### src/rtl/bmdma_pkg.sv
package bmdma_pkg;

  // register select codes on the host port
  localparam logic [1:0] SEL_CMD  = 2'd0;
  localparam logic [1:0] SEL_STAT = 2'd1;
  localparam logic [1:0] SEL_PTR  = 2'd2;

  // command and status bit positions
  localparam int CMD_RUN   = 0;
  localparam int CMD_TOMEM = 3;
  localparam int ST_ACT    = 0;
  localparam int ST_ERR    = 1;
  localparam int ST_INT    = 2;
  localparam int ST_CAP0   = 5;
  localparam int N_DRV     = 2;

  localparam int DESC_END  = 31;

  typedef enum logic [2:0] {
    S_IDLE,
    S_FETCH_ADDR,
    S_FETCH_CNT,
    S_DEV_IN,
    S_MEM_WR,
    S_MEM_RD,
    S_DEV_OUT
  } bm_state_e;

endpackage

### src/rtl/bmdma_regs.sv
module bmdma_regs
  import bmdma_pkg::*;
(
  input  logic        clk,
  input  logic        rst,
  input  logic        wr_en,
  input  logic        rd_en,
  input  logic [1:0]  addr,
  input  logic [31:0] wdata,
  output logic [31:0] rdata,
  input  logic        busy_i,
  input  logic        waiting_i,
  input  logic        err_set_i,
  input  logic        drv_irq_i,
  output logic        run_o,
  output logic        start_o,
  output logic        start_tomem_o,
  output logic [31:0] ptr_o,
  output logic        irq_o
);

  logic             run_q, tomem_q, err_q, intr_q, drv_q;
  logic [N_DRV-1:0] cap_q;
  logic [31:0]      ptr_q, rdata_q;

  wire wr_cmd  = wr_en && (addr == SEL_CMD);
  wire wr_stat = wr_en && (addr == SEL_STAT);
  wire wr_ptr  = wr_en && (addr == SEL_PTR);

  assign start_o       = wr_cmd && wdata[CMD_RUN] && !run_q;
  assign start_tomem_o = wdata[CMD_TOMEM];
  assign run_o         = run_q;
  assign ptr_o         = ptr_q;
  assign irq_o         = intr_q;
  assign rdata         = rdata_q;

  always_ff @(posedge clk) begin
    if (rst) begin
      run_q   <= 1'b0;
      tomem_q <= 1'b0;
      err_q   <= 1'b0;
      intr_q  <= 1'b0;
      drv_q   <= 1'b0;
      ptr_q   <= '0;
      rdata_q <= '0;
    end else begin
      drv_q <= drv_irq_i;
      if (wr_cmd) begin
        run_q   <= wdata[CMD_RUN];
        tomem_q <= wdata[CMD_TOMEM];
      end
      if (wr_ptr) ptr_q <= wdata;
      // set events win over a same-cycle clear
      if (err_set_i)                        err_q <= 1'b1;
      else if (wr_stat && wdata[ST_ERR])    err_q <= 1'b0;
      if (drv_irq_i && !drv_q)              intr_q <= 1'b1;
      else if (wr_stat && wdata[ST_INT])    intr_q <= 1'b0;
      if (rd_en) begin
        case (addr)
          SEL_CMD:  rdata_q <= {28'd0, tomem_q, 2'b00, run_q};
          SEL_STAT: rdata_q <= {25'd0, cap_q, waiting_i, waiting_i,
                                intr_q, err_q, busy_i};
          SEL_PTR:  rdata_q <= ptr_q;
          default:  rdata_q <= '0;
        endcase
      end
    end
  end

  // one plain storage bit per drive
  for (genvar d = 0; d < N_DRV; d++) begin : g_cap
    always_ff @(posedge clk) begin
      if (rst)          cap_q[d] <= 1'b0;
      else if (wr_stat) cap_q[d] <= wdata[ST_CAP0 + d];
    end
  end

  AST_ERR_W1C_HOLD: assert property (@(posedge clk) disable iff (rst)
    (err_q && !(wr_stat && wdata[ST_ERR])) |=> err_q);

  AST_INT_W1C_HOLD: assert property (@(posedge clk) disable iff (rst)
    (intr_q && !(wr_stat && wdata[ST_INT])) |=> intr_q);

  AST_CAP_STABLE: assert property (@(posedge clk) disable iff (rst)
    !wr_stat |=> $stable(cap_q));

endmodule

### src/rtl/bmdma_seq.sv
module bmdma_seq
  import bmdma_pkg::*;
#(
  parameter int DATA_W = 32,
  parameter int CNT_W  = 16
) (
  input  logic              clk,
  input  logic              rst,
  input  logic              run_i,
  input  logic              start_i,
  input  logic              start_tomem_i,
  input  logic [31:0]       ptr_i,
  output logic              busy_o,
  output logic              waiting_o,
  output logic              err_set_o,
  output logic              mem_req,
  output logic              mem_we,
  output logic [31:0]       mem_addr,
  output logic [DATA_W-1:0] mem_wdata,
  input  logic              mem_ack,
  input  logic              mem_err,
  input  logic [DATA_W-1:0] mem_rdata,
  input  logic              dev_in_valid,
  input  logic [DATA_W-1:0] dev_in_data,
  output logic              dev_in_ready,
  output logic              dev_out_valid,
  output logic [DATA_W-1:0] dev_out_data,
  input  logic              dev_out_ready
);

  localparam int                 BYTES = DATA_W / 8;
  localparam int                 REM_W = CNT_W + 1;
  localparam logic [REM_W-1:0]   STEP  = REM_W'(BYTES);
  localparam logic [REM_W-1:0]   FULL  = {1'b1, {CNT_W{1'b0}}};
  localparam logic [31:0]        AMASK = ~(32'(BYTES) - 32'd1);

  bm_state_e         st_q;
  logic [31:0]       tbl_q, buf_q;
  logic [REM_W-1:0]  rem_q;
  logic              last_q, tomem_q;
  logic [DATA_W-1:0] data_q;

  logic unused_desc;
  assign unused_desc = ^mem_rdata[30:CNT_W];

  wire acked    = mem_req && mem_ack;
  wire good_ack = acked && !mem_err;
  wire word_done = (st_q == S_MEM_WR && good_ack) ||
                   (st_q == S_DEV_OUT && dev_out_ready);

  assign busy_o        = (st_q != S_IDLE);
  assign waiting_o     = (st_q == S_DEV_IN) || (st_q == S_DEV_OUT);
  assign err_set_o     = acked && mem_err && run_i && !start_i;
  assign mem_req       = (st_q == S_FETCH_ADDR) || (st_q == S_FETCH_CNT) ||
                         (st_q == S_MEM_WR) || (st_q == S_MEM_RD);
  assign mem_we        = (st_q == S_MEM_WR);
  assign mem_wdata     = data_q;
  assign dev_in_ready  = (st_q == S_DEV_IN);
  assign dev_out_valid = (st_q == S_DEV_OUT);
  assign dev_out_data  = data_q;

  always_comb begin
    case (st_q)
      S_FETCH_ADDR: mem_addr = tbl_q;
      S_FETCH_CNT:  mem_addr = tbl_q + 32'd4;
      default:      mem_addr = buf_q;
    endcase
  end

  always_ff @(posedge clk) begin
    if (rst) begin
      st_q    <= S_IDLE;
      tbl_q   <= '0;
      buf_q   <= '0;
      rem_q   <= '0;
      last_q  <= 1'b0;
      tomem_q <= 1'b0;
      data_q  <= '0;
    end else if (start_i) begin
      tbl_q   <= ptr_i & 32'hFFFF_FFFC;
      tomem_q <= start_tomem_i;
      st_q    <= S_FETCH_ADDR;
    end else if (!run_i) begin
      st_q <= S_IDLE;
    end else if (acked && mem_err) begin
      st_q <= S_IDLE;
    end else begin
      case (st_q)
        S_FETCH_ADDR: if (good_ack) begin
          buf_q <= mem_rdata[31:0] & AMASK;
          st_q  <= S_FETCH_CNT;
        end
        S_FETCH_CNT: if (good_ack) begin
          rem_q  <= (mem_rdata[CNT_W-1:0] == '0) ? FULL
                                                 : {1'b0, mem_rdata[CNT_W-1:0]};
          last_q <= mem_rdata[DESC_END];
          tbl_q  <= tbl_q + 32'd8;
          st_q   <= tomem_q ? S_DEV_IN : S_MEM_RD;
        end
        S_DEV_IN: if (dev_in_valid) begin
          data_q <= dev_in_data;
          st_q   <= S_MEM_WR;
        end
        S_MEM_RD: if (good_ack) begin
          data_q <= mem_rdata;
          st_q   <= S_DEV_OUT;
        end
        default: ;
      endcase
      if (word_done) begin
        buf_q <= buf_q + 32'(BYTES);
        rem_q <= rem_q - STEP;
        if (rem_q <= STEP) st_q <= last_q ? S_IDLE : S_FETCH_ADDR;
        else               st_q <= tomem_q ? S_DEV_IN : S_MEM_RD;
      end
    end
  end

  AST_START_GOES_BUSY: assert property (@(posedge clk) disable iff (rst)
    start_i |=> busy_o);

  AST_STOP_HALTS: assert property (@(posedge clk) disable iff (rst)
    (!run_i && !start_i) |=> (!busy_o && !mem_req));

  AST_ERR_STOPS: assert property (@(posedge clk) disable iff (rst)
    (acked && mem_err && !start_i) |=> !busy_o);

endmodule

### src/rtl/bmdma_engine.sv
module bmdma_engine
  import bmdma_pkg::*;
#(
  parameter int DATA_W = 32,
  parameter int CNT_W  = 16
) (
  input  logic              clk,
  input  logic              rst,
  input  logic              reg_wr,
  input  logic              reg_rd,
  input  logic [1:0]        reg_addr,
  input  logic [31:0]       reg_wdata,
  output logic [31:0]       reg_rdata,
  output logic              irq,
  output logic              mem_req,
  output logic              mem_we,
  output logic [31:0]       mem_addr,
  output logic [DATA_W-1:0] mem_wdata,
  input  logic              mem_ack,
  input  logic              mem_err,
  input  logic [DATA_W-1:0] mem_rdata,
  input  logic              dev_in_valid,
  input  logic [DATA_W-1:0] dev_in_data,
  output logic              dev_in_ready,
  output logic              dev_out_valid,
  output logic [DATA_W-1:0] dev_out_data,
  input  logic              dev_out_ready,
  input  logic              drv_irq
);

  logic        busy, waiting, err_set, run, start, start_tomem;
  logic [31:0] ptr;

  bmdma_regs u_regs (
    .clk          (clk),
    .rst          (rst),
    .wr_en        (reg_wr),
    .rd_en        (reg_rd),
    .addr         (reg_addr),
    .wdata        (reg_wdata),
    .rdata        (reg_rdata),
    .busy_i       (busy),
    .waiting_i    (waiting),
    .err_set_i    (err_set),
    .drv_irq_i    (drv_irq),
    .run_o        (run),
    .start_o      (start),
    .start_tomem_o(start_tomem),
    .ptr_o        (ptr),
    .irq_o        (irq)
  );

  bmdma_seq #(.DATA_W(DATA_W), .CNT_W(CNT_W)) u_seq (
    .clk          (clk),
    .rst          (rst),
    .run_i        (run),
    .start_i      (start),
    .start_tomem_i(start_tomem),
    .ptr_i        (ptr),
    .busy_o       (busy),
    .waiting_o    (waiting),
    .err_set_o    (err_set),
    .mem_req      (mem_req),
    .mem_we       (mem_we),
    .mem_addr     (mem_addr),
    .mem_wdata    (mem_wdata),
    .mem_ack      (mem_ack),
    .mem_err      (mem_err),
    .mem_rdata    (mem_rdata),
    .dev_in_valid (dev_in_valid),
    .dev_in_data  (dev_in_data),
    .dev_in_ready (dev_in_ready),
    .dev_out_valid(dev_out_valid),
    .dev_out_data (dev_out_data),
    .dev_out_ready(dev_out_ready)
  );

  AST_WAIT_NEEDS_ACTIVE: assert property (@(posedge clk) disable iff (rst)
    (reg_rd && reg_addr == SEL_STAT) |=>
      (reg_rdata[3] == reg_rdata[4]) && (!reg_rdata[3] || reg_rdata[ST_ACT]));

  AST_IRQ_ON_RISE: assert property (@(posedge clk) disable iff (rst)
    $rose(drv_irq) |=> irq);

  AST_IDLE_NO_XFER: assert property (@(posedge clk) disable iff (rst)
    (!busy) |-> (!mem_req && !dev_in_ready && !dev_out_valid));

endmodule

### config.mk
export PLATFORM = sky130hd
export DESIGN_NAME = bmdma_engine
export DESIGN_NICKNAME = d
export VERILOG_FILES = /design/src/rtl/bmdma_pkg.sv /design/src/rtl/bmdma_regs.sv /design/src/rtl/bmdma_seq.sv /design/src/rtl/bmdma_engine.sv
export SDC_FILE = /design/constraint.sdc
export NUM_CORES = 1
export LEC_CHECK = 0
export ABC_AREA = 1
export ABC_CLOCK_PERIOD_IN_PS = 3380
export CAP_MARGIN = 20
export CORE_UTILIZATION = 23
export DETAILED_ROUTE_END_ITERATION = 10
export PLACE_DENSITY = 0.45
export SLEW_MARGIN = 25
export SYNTH_ARGS = -nofsm -noshare
export SYNTH_HDL_FRONTEND = slang
export SYNTH_HIERARCHICAL = 1
export SYNTH_SLANG_ARGS = --single-unit
### constraint.sdc
create_clock -name clk -period 3.38 [get_ports clk]
set_input_delay 0.338 -clock clk [delete_from_list [all_inputs] [get_ports clk]]
set_output_delay 0.338 -clock clk [all_outputs]
set_load 0.01 [all_outputs]
Yosys cells after proc, flatten, opt, wreduce, memory -nomap -nowiden

Cells that the tools add are included.

Flip-flop bits (word level): 189
Bits of input ports: 107
Output and inout bits: 133
Word-level logic and storage cells: 126

Add/sub/neg operators: 4
Magnitude comparators: 1
Equality and inequality tests: 20
Mux-type cells: 33
Bitwise operators: 3
Reduce and logical (&&, ||, !) cells: 47

Operators with widths:

| kind                    | count |
|---|---|
| $mux W32                | 10 |
| $pmux W32 S2            | 2 |
| $pmux W32 S3            | 1 |
| $mux W17                | 4 |
| $add A32 B3 Y32 const B | 2 |
| $add A32 B4 Y32 const B | 1 |
| $reduce_and A5 Y1       | 5 |
| $mux W3                 | 7 |
| $ne A6 B2 Y1 const B    | 3 |
| $reduce_bool A2 Y1      | 9 |
| $le A17 B3 Y1 const B   | 1 |
| $sub A17 B3 Y17 const B | 1 |
| $logic_not A16 Y1       | 1 |
| $logic_and A1 B1 Y1     | 15 |
| $pmux W3 S4             | 1 |
| $eq A3 B3 Y1 const B    | 3 |
| $ne A3 B1 Y1 const B    | 3 |
| $mux W1                 | 8 |
| $ne A8 B2 Y1 const B    | 1 |
| $reduce_and A4 Y1       | 2 |
| $eq A3 B2 Y1 const B    | 2 |
| $ne A6 B3 Y1 const B    | 1 |
| $reduce_and A6 Y1       | 1 |
| $logic_or A1 B1 Y1      | 5 |
| 13 further kinds        | 19 |

Longest topological paths before layout

Gate-level depths: netlist of the first run.

Depth after elaboration: 12
Gate-level depth with buffers: 16

By module

The synthesis of the first run kept the hierarchy.

By module, submodules not included:

| module     | instances | cells each | area each (um^2) | seq. area each (um^2) |
|---|---|---|---|---|
| bmdma_seq  | 1         | 1528       | 8770.9           | 2282.2 |
| bmdma_regs | 1         | 350        | 2686.3           | 1421.4 |

Worst setup path after synthesis of the first run

No wires, ideal clock.

Kind: register to output
Start point: reg u_seq.tbl_q[3]
End point: out mem_addr[26]
Arrival: 1667 ps
Required time: 3042 ps
Path slack: 1375 ps
Stages on the path, launching flop included: 12
Path buffers: 0
Path through: dfxtp_1 ha_1 inv_1 nor2_2 nand2_1 nor2_1 inv_1 nor2_2 nand2_1 o21ai_1 nand3_1 o211ai_1

Cells in the longest elaborated chain, start to end: 2

Ends and longest elaborated chain:

| item                   | line               | text |
|---|---|---|
| start, declared        | bmdma_seq.sv:38    | `logic [31:0] tbl_q, buf_q;` |
| start signal, assigned | bmdma_seq.sv:80    | `tbl_q <= ptr_i & 32'hFFFF_FFFC;` |
| start signal, assigned | bmdma_seq.sv:97    | `tbl_q <= tbl_q + 32'd8;` |
| $add A32 B3 Y32        | bmdma_seq.sv:65    | `S_FETCH_CNT: mem_addr = tbl_q + 32'd4;` |
| $pmux W32 S2           | bmdma_seq.sv:63    | `case (st_q)` |
| end, declared          | bmdma_engine.sv:17 | `output logic [31:0] mem_addr,` |

Every way passes these cells.

Worst setup path in the final report of the first run

Start point: reg u_seq.st_q[2]
End point: out mem_addr[4]

Cells in the longest elaborated chain, start to end: 2
Elaborated cells between the ends (all ways): 3

Ends and longest elaborated chain:

| item                                                | line             | text |
|---|---|---|
| start, declared                                     | bmdma_seq.sv:37  | `bm_state_e st_q;` |
| start signal, assigned                              | bmdma_seq.sv:98  | `st_q <= tomem_q ? S_DEV_IN : S_MEM_RD;` |
| start signal, assigned                              | bmdma_seq.sv:113 | `if (rem_q <= STEP) st_q <= last_q ? S_IDLE : S_FETCH_ADDR;` |
| start signal, assigned                              | bmdma_seq.sv:114 | `else st_q <= tomem_q ? S_DEV_IN : S_MEM_RD;` |
| $eq A3 B2 Y1 / $eq A3 B1 Y1 (equally long branches) | bmdma_seq.sv:63  |  |
| $pmux W32 S2 (*)                                    | bmdma_seq.sv:63  |  |

Mark *: on every way between the ends. The rest lies on a longest branch, timed or not.

==> impl_metrics.ini, run 1 <==
[timing]
worst_clock_skew_ns = 0.01064
final-setup-viol-count = 0
achievable-frequency_ghz = 0.3107
period_minus_slack_ns = 3.218
timing_hold_violations_final = 0
slew_headroom_pct = 38.61
pins_over_their_slew_limit = 0
rsz0062_at_grt = no
tightestPinTransition_ns = 0.9199
total_negative_setup_slack_ns = 0
finalCritPeriodShare_pct = 95.22

[worst_setup_path]
crit_fanout = 18
critical_path_sink_type = output pin
timing.rr.start = u_seq/st_q[2]
worst_setup_path_start_kind = flip-flop
cp_data_required_time_ns = 3.04
worst-endpoint-arrival_ns = 2.88
r2r.worst_path.cells = 12
rrSetupSlack_ns = 0.89
critical_path_class = flip-flop to output pin
rr_endpoint = u_seq/buf_q[16]

[cts]
clk_pin_slew_worst_paths_ns = 0.07
root_buffer = sky130_fd_sc_hd__clkbuf_16
cts.path.max_buffers = 2
cts.sink_count = 185
cts_tree = built
post_cts_hold_buffer_count = 0
clock_tree.htree_level_count = 4
clock_insertion_delay_worst_skew_ns = 0.47
cts_buffers = 17

[routing]
drtPass1Iterations = 7
route.antenna.remaining_nets = 0
wl_per_cell_um = 17.61
routed-via-count = 12630
finalWirelength_um = 47770
route.detailed.vias_per_inst = 4.658
detail_route.drc_violations = 0
dr.first_iter.drc_count = 910

[final_layout]
seqCellArea_sq_um = 3706
final_util_pct = 30.25
n_fill_cell = 5564
area_growth_pct = 29.53
share_of_final_layout_standard_cells_stronger_than_drive_strength_1_pct = 5.469
n_antenna_cell = 0
layout.nets = 2149
area_used_by_multi_input_combinational_logic_sq_um = 6456

[yosys]
yosysSeqAreaShare_pct = 32.32
synth.area.top_cells = sky130_fd_sc_hd__dfxtp_1 (32%), sky130_fd_sc_hd__nand2_1 (21%), sky130_fd_sc_hd__nand3_1 (7.4%)
yosysWarningCount = 6
total_standard_cell_area_after_synthesis_sq_um = 11460
ys_dominant_reg_cell = sky130_fd_sc_hd__dfxtp_1
synth_cells = 1878
synthDominantCellAreaShare_pct = 32.32
synth_enable_flop_cells = 0
flop_and_latch_count_out_of_synthesis = 185
synth.avg_cell_area_sq_um = 6.101
post_synth_arst_share_pct = 0
synth_largest_area_cell = sky130_fd_sc_hd__dfxtp_1
ys_types = 42

[grt]
grtUsageMet1_pct = 24.84
grt_first_pass_wirelength_um = 72900
met3_resource_use_gr_pct = 3.898
grt-ovfl-total = 0
groute.usage.overall_pct = 18.80
maximum_number_of_pins_on_one_net_before_global_route_repair = 88
global_route.usage.met2_pct = 30.81
globalRoute.busiestLayer = met2
first_global_vias = 11960
number_of_antenna_violations_at_the_first_check_in_global_routing = 1

[placed_design]
io_buffer_count = 237
finalWeightedCongestion = 0.9259
detailed_place_hpwl_um = 36470

[worst_hold_path]
min_path_cells = 2
hold_path_class = primary input to flip-flop
min-delay-start = rst
min_to = u_seq/tbl_q[18]

[job]
max_cap_violations = 0

[floorplan]
die_height_um = 225.2
fp.dieW_um = 225.2
fp-row-count = 81
starting_utilization_of_the_core_area_pct = 23.36
die_area_sq_um = 50710
ioPinCount = 240
core_area_sq_um = 49050

[run_status]
outcome = completed

[pwr]
ir_worst_vdd_uv = 379.2
pwr_density_cell_nw_per_um2 = 324.5
p_leak_nw = 5.815
==> kinds of logic (layout without fill, tap and decap cells) <==
kind of cell / count (synthesis) / count (layout) / synth area share [%]
compound gates: 319 / 319 / 15.08
xor+xnor: 30 / 30 / 2.293
fa+ha+maj: 5 / 5 / 0.5460
buf+inv: 298 / 467 / 11.73
flops: 185 / 185 / 32.32
other cells: 1 / 2 / 0.03273
simple gates: 1040 / 1040 / 37.99
==> critical path: stages (launching register included) <==
cell,delay [ns]
sky130_fd_sc_hd__dfxtp_1,0.35
sky130_fd_sc_hd__inv_2,0.14
sky130_fd_sc_hd__nand3_2,0.40
sky130_fd_sc_hd__inv_1,0.19
sky130_fd_sc_hd__buf_4,0.30
sky130_fd_sc_hd__nand3_1,0.11
sky130_fd_sc_hd__o211ai_1,0.27
sky130_fd_sc_hd__clkdlybuf4s50_1,0.65
==> sequential cells by signal, summed over array words and instances (netlist names) <==
register and flops:
u_seq/rem_q 17, u_regs/drv_q 1, u_seq/dev_out_data 32, u_seq/last_q 1
u_regs/rdata 32, u_seq/tomem_q 1, u_regs/ptr_o 32, u_seq/st_q 3
u_regs/err_q 1, u_regs/tomem_q 1, u_regs/cap_q 2, u_regs/run_o 1
u_seq/tbl_q 30, u_seq/buf_q 30, u_regs/irq_o 1
==> layout by cell type (no fill, tap or decap), types with 3 or more instances in the layout <==
cell	synthesis	layout
sky130_fd_sc_hd__nand3b_1	3	3
sky130_fd_sc_hd__dfxtp_1	185	183
sky130_fd_sc_hd__nand4_1	12	12
sky130_fd_sc_hd__clkbuf_16	0	17
sky130_fd_sc_hd__inv_2	10	11
sky130_fd_sc_hd__clkdlybuf4s50_1	0	230
sky130_fd_sc_hd__nand3_2	3	4
sky130_fd_sc_hd__nor2_2	7	9
sky130_fd_sc_hd__o211ai_1	11	11
sky130_fd_sc_hd__dlymetal6s2s_1	0	5
sky130_fd_sc_hd__clkinvlp_4	0	4
sky130_fd_sc_hd__buf_4	47	32
sky130_fd_sc_hd__nor2_1	173	169
sky130_fd_sc_hd__o21ai_0	97	97
sky130_fd_sc_hd__nor3_1	24	23
sky130_fd_sc_hd__nand3_4	3	3
sky130_fd_sc_hd__ha_1	5	5
sky130_fd_sc_hd__clkbuf_8	0	3
sky130_fd_sc_hd__xor2_1	26	26
sky130_fd_sc_hd__nand2_2	6	6
sky130_fd_sc_hd__a21oi_1	164	164
sky130_fd_sc_hd__o221ai_1	19	19
sky130_fd_sc_hd__o22ai_1	3	3
sky130_fd_sc_hd__nor3_2	3	3
sky130_fd_sc_hd__nand2_1	628	628
sky130_fd_sc_hd__inv_1	158	157
sky130_fd_sc_hd__xnor2_1	4	4
sky130_fd_sc_hd__nor4_1	5	4
sky130_fd_sc_hd__nand3_1	169	168
sky130_fd_sc_hd__o21ai_1	16	16
==> synth_stat cells, drive strengths merged (12+ instances only) <==
master,instances
a21oi,164
buf,84
clkbuf,46
dfxtp,185
inv,168
nand2,635
nand3,175
nand4,12
nor2,181
nor3,27
o211ai,12
o21ai,115
o221ai,19
xor2,26
==> what timing repair did <==
action | in CTS | in global routing
setup buffers | 0 | 0
setup endpoints to repair | 7 | 9
gates resized for setup | 5 | 12
pin swaps | 0 | 0
==> power by group <==
group	switching, mW	internal (mW)	leakage, nW
Sequential	0.0278	2.22	1.50
Combinational	0.245	0.206	4.04
Clock	0.975	1.15	0.274
==> routing by layer <==
metal / share of wire (%) / wire length (um)
met1: 47 / 22370
met2: 45 / 21540
met3: 6.3 / 3023
met4: 1.7 / 821
met5: 0.025 / 12
==> cell type report <==
cell class / instances / area share (%)
clock inverter: 9 / 0.7841
timing repair buffer: 269 / 17.72
sequential: 185 / 24.97
tap: 664 / 5.598
multi-input combinational: 1396 / 43.50
inverter: 168 / 4.249
clock buffer: 21 / 3.170
==> how the worst max path moves through the flow <==
stage / cells after the start / endpoint / start / slack (ns)
final: 7 / mem_addr[4] / u_seq/st_q[2] / 0.16
after global routing: 10 / mem_addr[19] / u_seq/tbl_q[3] / 0.003
after CTS: 11 / mem_addr[25] / u_seq/tbl_q[3] / 0.02
after detailed placement: 12 / mem_addr[26] / u_seq/tbl_q[3] / 0.36
after global placement: 12 / mem_addr[26] / u_seq/tbl_q[3] / 0.47
after floorplan: 11 / mem_addr[26] / u_seq/tbl_q[3] / 1.38
==> metrics by stage <==
step	area [sq um]	total power, mW	instances	setup WS [ns]	hold WS (ns)
3_3_place_gp	14200	2.750	2682	0.4685	0.4069
4_1_cts	14800	4.887	2712	0.01949	0.3006
3_5_place_dp	14200	2.749	2682	0.3596	0.4259
5_1_grt	14840	5.002	2712	0.003083	0.3212
6_report	14840	4.816	2712	0.1616	0.3187
2_1_floorplan	11460	2.486	1879	1.375	0.3988
(Power assumes the default switching activity.)
==> run 2, diff against run 1 <==
CORE_UTILIZATION = 25   (was 23)
PLACE_DENSITY = 0.48   (was 0.45)
==> run 2 against run 1 <==
  * Total power up 4.3%
  * Cell area down 0.16%
  * Global-route usage up 1.5 points
  * First-iteration DRC count up 21%
  * Register-to-register slack worse by 0.08 ns
  * Worst hold slack worse by 0.0047 ns
  * Final cell count down 2.5%
  * Via count up 0.32%
  * Sequential share of layout area up 0.065 points
  * Combinational power down 2%
  * Clock power up 9.9%
  * Count of clock-buffer cells in the layout down 1
  * Critical endpoint is now mem_addr[19]
==> impl_metrics.ini, run 2 (synthesis gave the netlist of run 1 again) <==
[run_status]
outcome = completed

[final_layout]
final_util_pct = 32.72
design_area_sq_um = 14820
mostFrequentLayoutCell = sky130_fd_sc_hd__nand2_1
n_antenna_cell = 0
finish.cell_count_without_fillers = 2645
mostFrequentLayoutCells = sky130_fd_sc_hd__nand2_1 (627), sky130_fd_sc_hd__clkdlybuf4s50_1 (231), sky130_fd_sc_hd__dfxtp_1 (180)
area_growth_pct = 29.32
share_of_final_layout_standard_cells_stronger_than_drive_strength_1_pct = 5.526
layout.nets = 2146

[floorplan]
core_area_sq_um = 45280
ioPinCount = 240
starting_utilization_of_the_core_area_pct = 25.30
fp-row-count = 78
die_area_sq_um = 46690
fp.dieW_um = 216.1
die_height_um = 216.1

[pwr]
ir_worst_vdd_uv = 317.9
pwr_density_cell_nw_per_um2 = 339.2
p_leak_nw = 5.807
totalPowerFinal_mw = 5.026

[routing]
routed-via-count = 12670
detail_route.drc_violations = 0
route.detailed.vias_per_inst = 4.791
finalWirelength_um = 47430
route.antenna.remaining_nets = 0
dr.first_iter.drc_count = 1097
wl_per_cell_um = 17.93
drtPass1Iterations = 5

[worst_setup_path]
critical_path_sink_type = output pin
cp_data_required_time_ns = 3.04
crit_chain = nand2_1 -> nor2_1 -> nand2_1 -> inv_1 -> nand2_1 -> xor2_1 -> o21ai_0 -> o221ai_1 -> clkdlybuf4s50_1
worst_setup_path_start_kind = flip-flop
worst-endpoint-arrival_ns = 2.95
critical_path_class = flip-flop to output pin
critical_path.top_delay_family = buffers and inverters
crit_fanout = 7
timing.critical_path.mode_cell = sky130_fd_sc_hd__nand2_1
maximum_cell_stage_delay_along_the_critical_path_ns = 0.58
cp.buffers_inverters = 2
crit_slowest_cell = sky130_fd_sc_hd__clkdlybuf4s50_1

[timing]
total_negative_setup_slack_ns = 0
timing_hold_violations_final = 0
slew_headroom_pct = 38.97
hold_slack_ns = 0.3140
achievable-frequency_ghz = 0.3042
final-setup-viol-count = 0
period_minus_slack_ns = 3.287
tightestPinTransition_ns = 0.9145
post-route-worst-setup-slack_ns = 0.09318
rsz0062_at_grt = no
pins_over_their_slew_limit = 0
worst_clock_skew_ns = 0.01372
finalCritPeriodShare_pct = 97.24

[placed_design]
dp.cells = 2615
finalWeightedCongestion = 0.9368
dpl-instance-area_sq_um = 14110
place_worst_setup_slack_ns = 0.4245
io_buffer_count = 237
detailed_place_hpwl_um = 35760

[grt]
number_of_antenna_violations_at_the_first_check_in_global_routing = 1
grt-ovfl-total = 0
first_global_vias = 12080
grt_first_pass_wirelength_um = 73420
groute.usage.overall_pct = 20.32
maximum_number_of_pins_on_one_net_before_global_route_repair = 65

[cts]
cts.sink_count = 185
cts.path.max_buffers = 2
clock_tree.htree_level_count = 4
cts_tree = built
clock_insertion_delay_worst_skew_ns = 0.47
cts.repair.resized = 4
root_buffer = sky130_fd_sc_hd__clkbuf_16
post_cts_hold_buffer_count = 0
cts_setup_buffers = 0
cts_buffers = 17
clk_pin_slew_worst_paths_ns = 0.07

[job]
max_cap_violations = 0

[worst_hold_path]
hold_path_class = primary input to flip-flop
[run 2: cell types whose count changed in the layout (fill, tap and decap cells not counted), sizes merged]
cell	before	now
bufinv	2	5
buf	34	31
dlymetal6s2s	5	4
clkdlybuf4s50	230	231
clkbuf	21	20
clkinvlp	4	0
clkinv	1	3
[run 2: cell type report]
class                           count  area, sq um
Fill cell                        5005        30470
Multi-Input combinational cell   1396         6451
Sequential cell                   185         3710
Timing Repair Buffer              266         2618
Tap cell                          600        750.7
Inverter                          168        630.6
Clock buffer                       20        466.7
Clock inverter                     10        190.2
[run 2: routing by layer]
metal	up-vias	part of all wire [%]	wire, um	GRT usage [%]
met2	447	45	21320	32.62
met4	2	2.2	1040	6.338
li1	6327	-	-	-
met3	51	6.6	3130	3.719
met5	-	0.027	13	0
met1	5846	46	21930	27.43
[run 2: power breakdown]
group	total [mW]	switching (mW)	internal, mW	leakage (nW)
clock	2.33	0.963	1.37	0.323
sequential	2.25	0.0305	2.22	1.50
combinational	0.445	0.241	0.204	3.98
total	5.03	1.23	3.79	5.81
[run 2: worst paths after layout]
path,start,endpoint,slack (ns),cells after the start
worst min-delay path,rst,u_regs/ptr_o[30],0.31,2
worst max-delay path,u_seq/tbl_q[7],mem_addr[19],0.09,9
worst max register to register,u_seq/st_q[0],u_seq/rem_q[3],0.81,9
worst min register to register,u_regs/drv_q,u_regs/irq_o,0.42,1
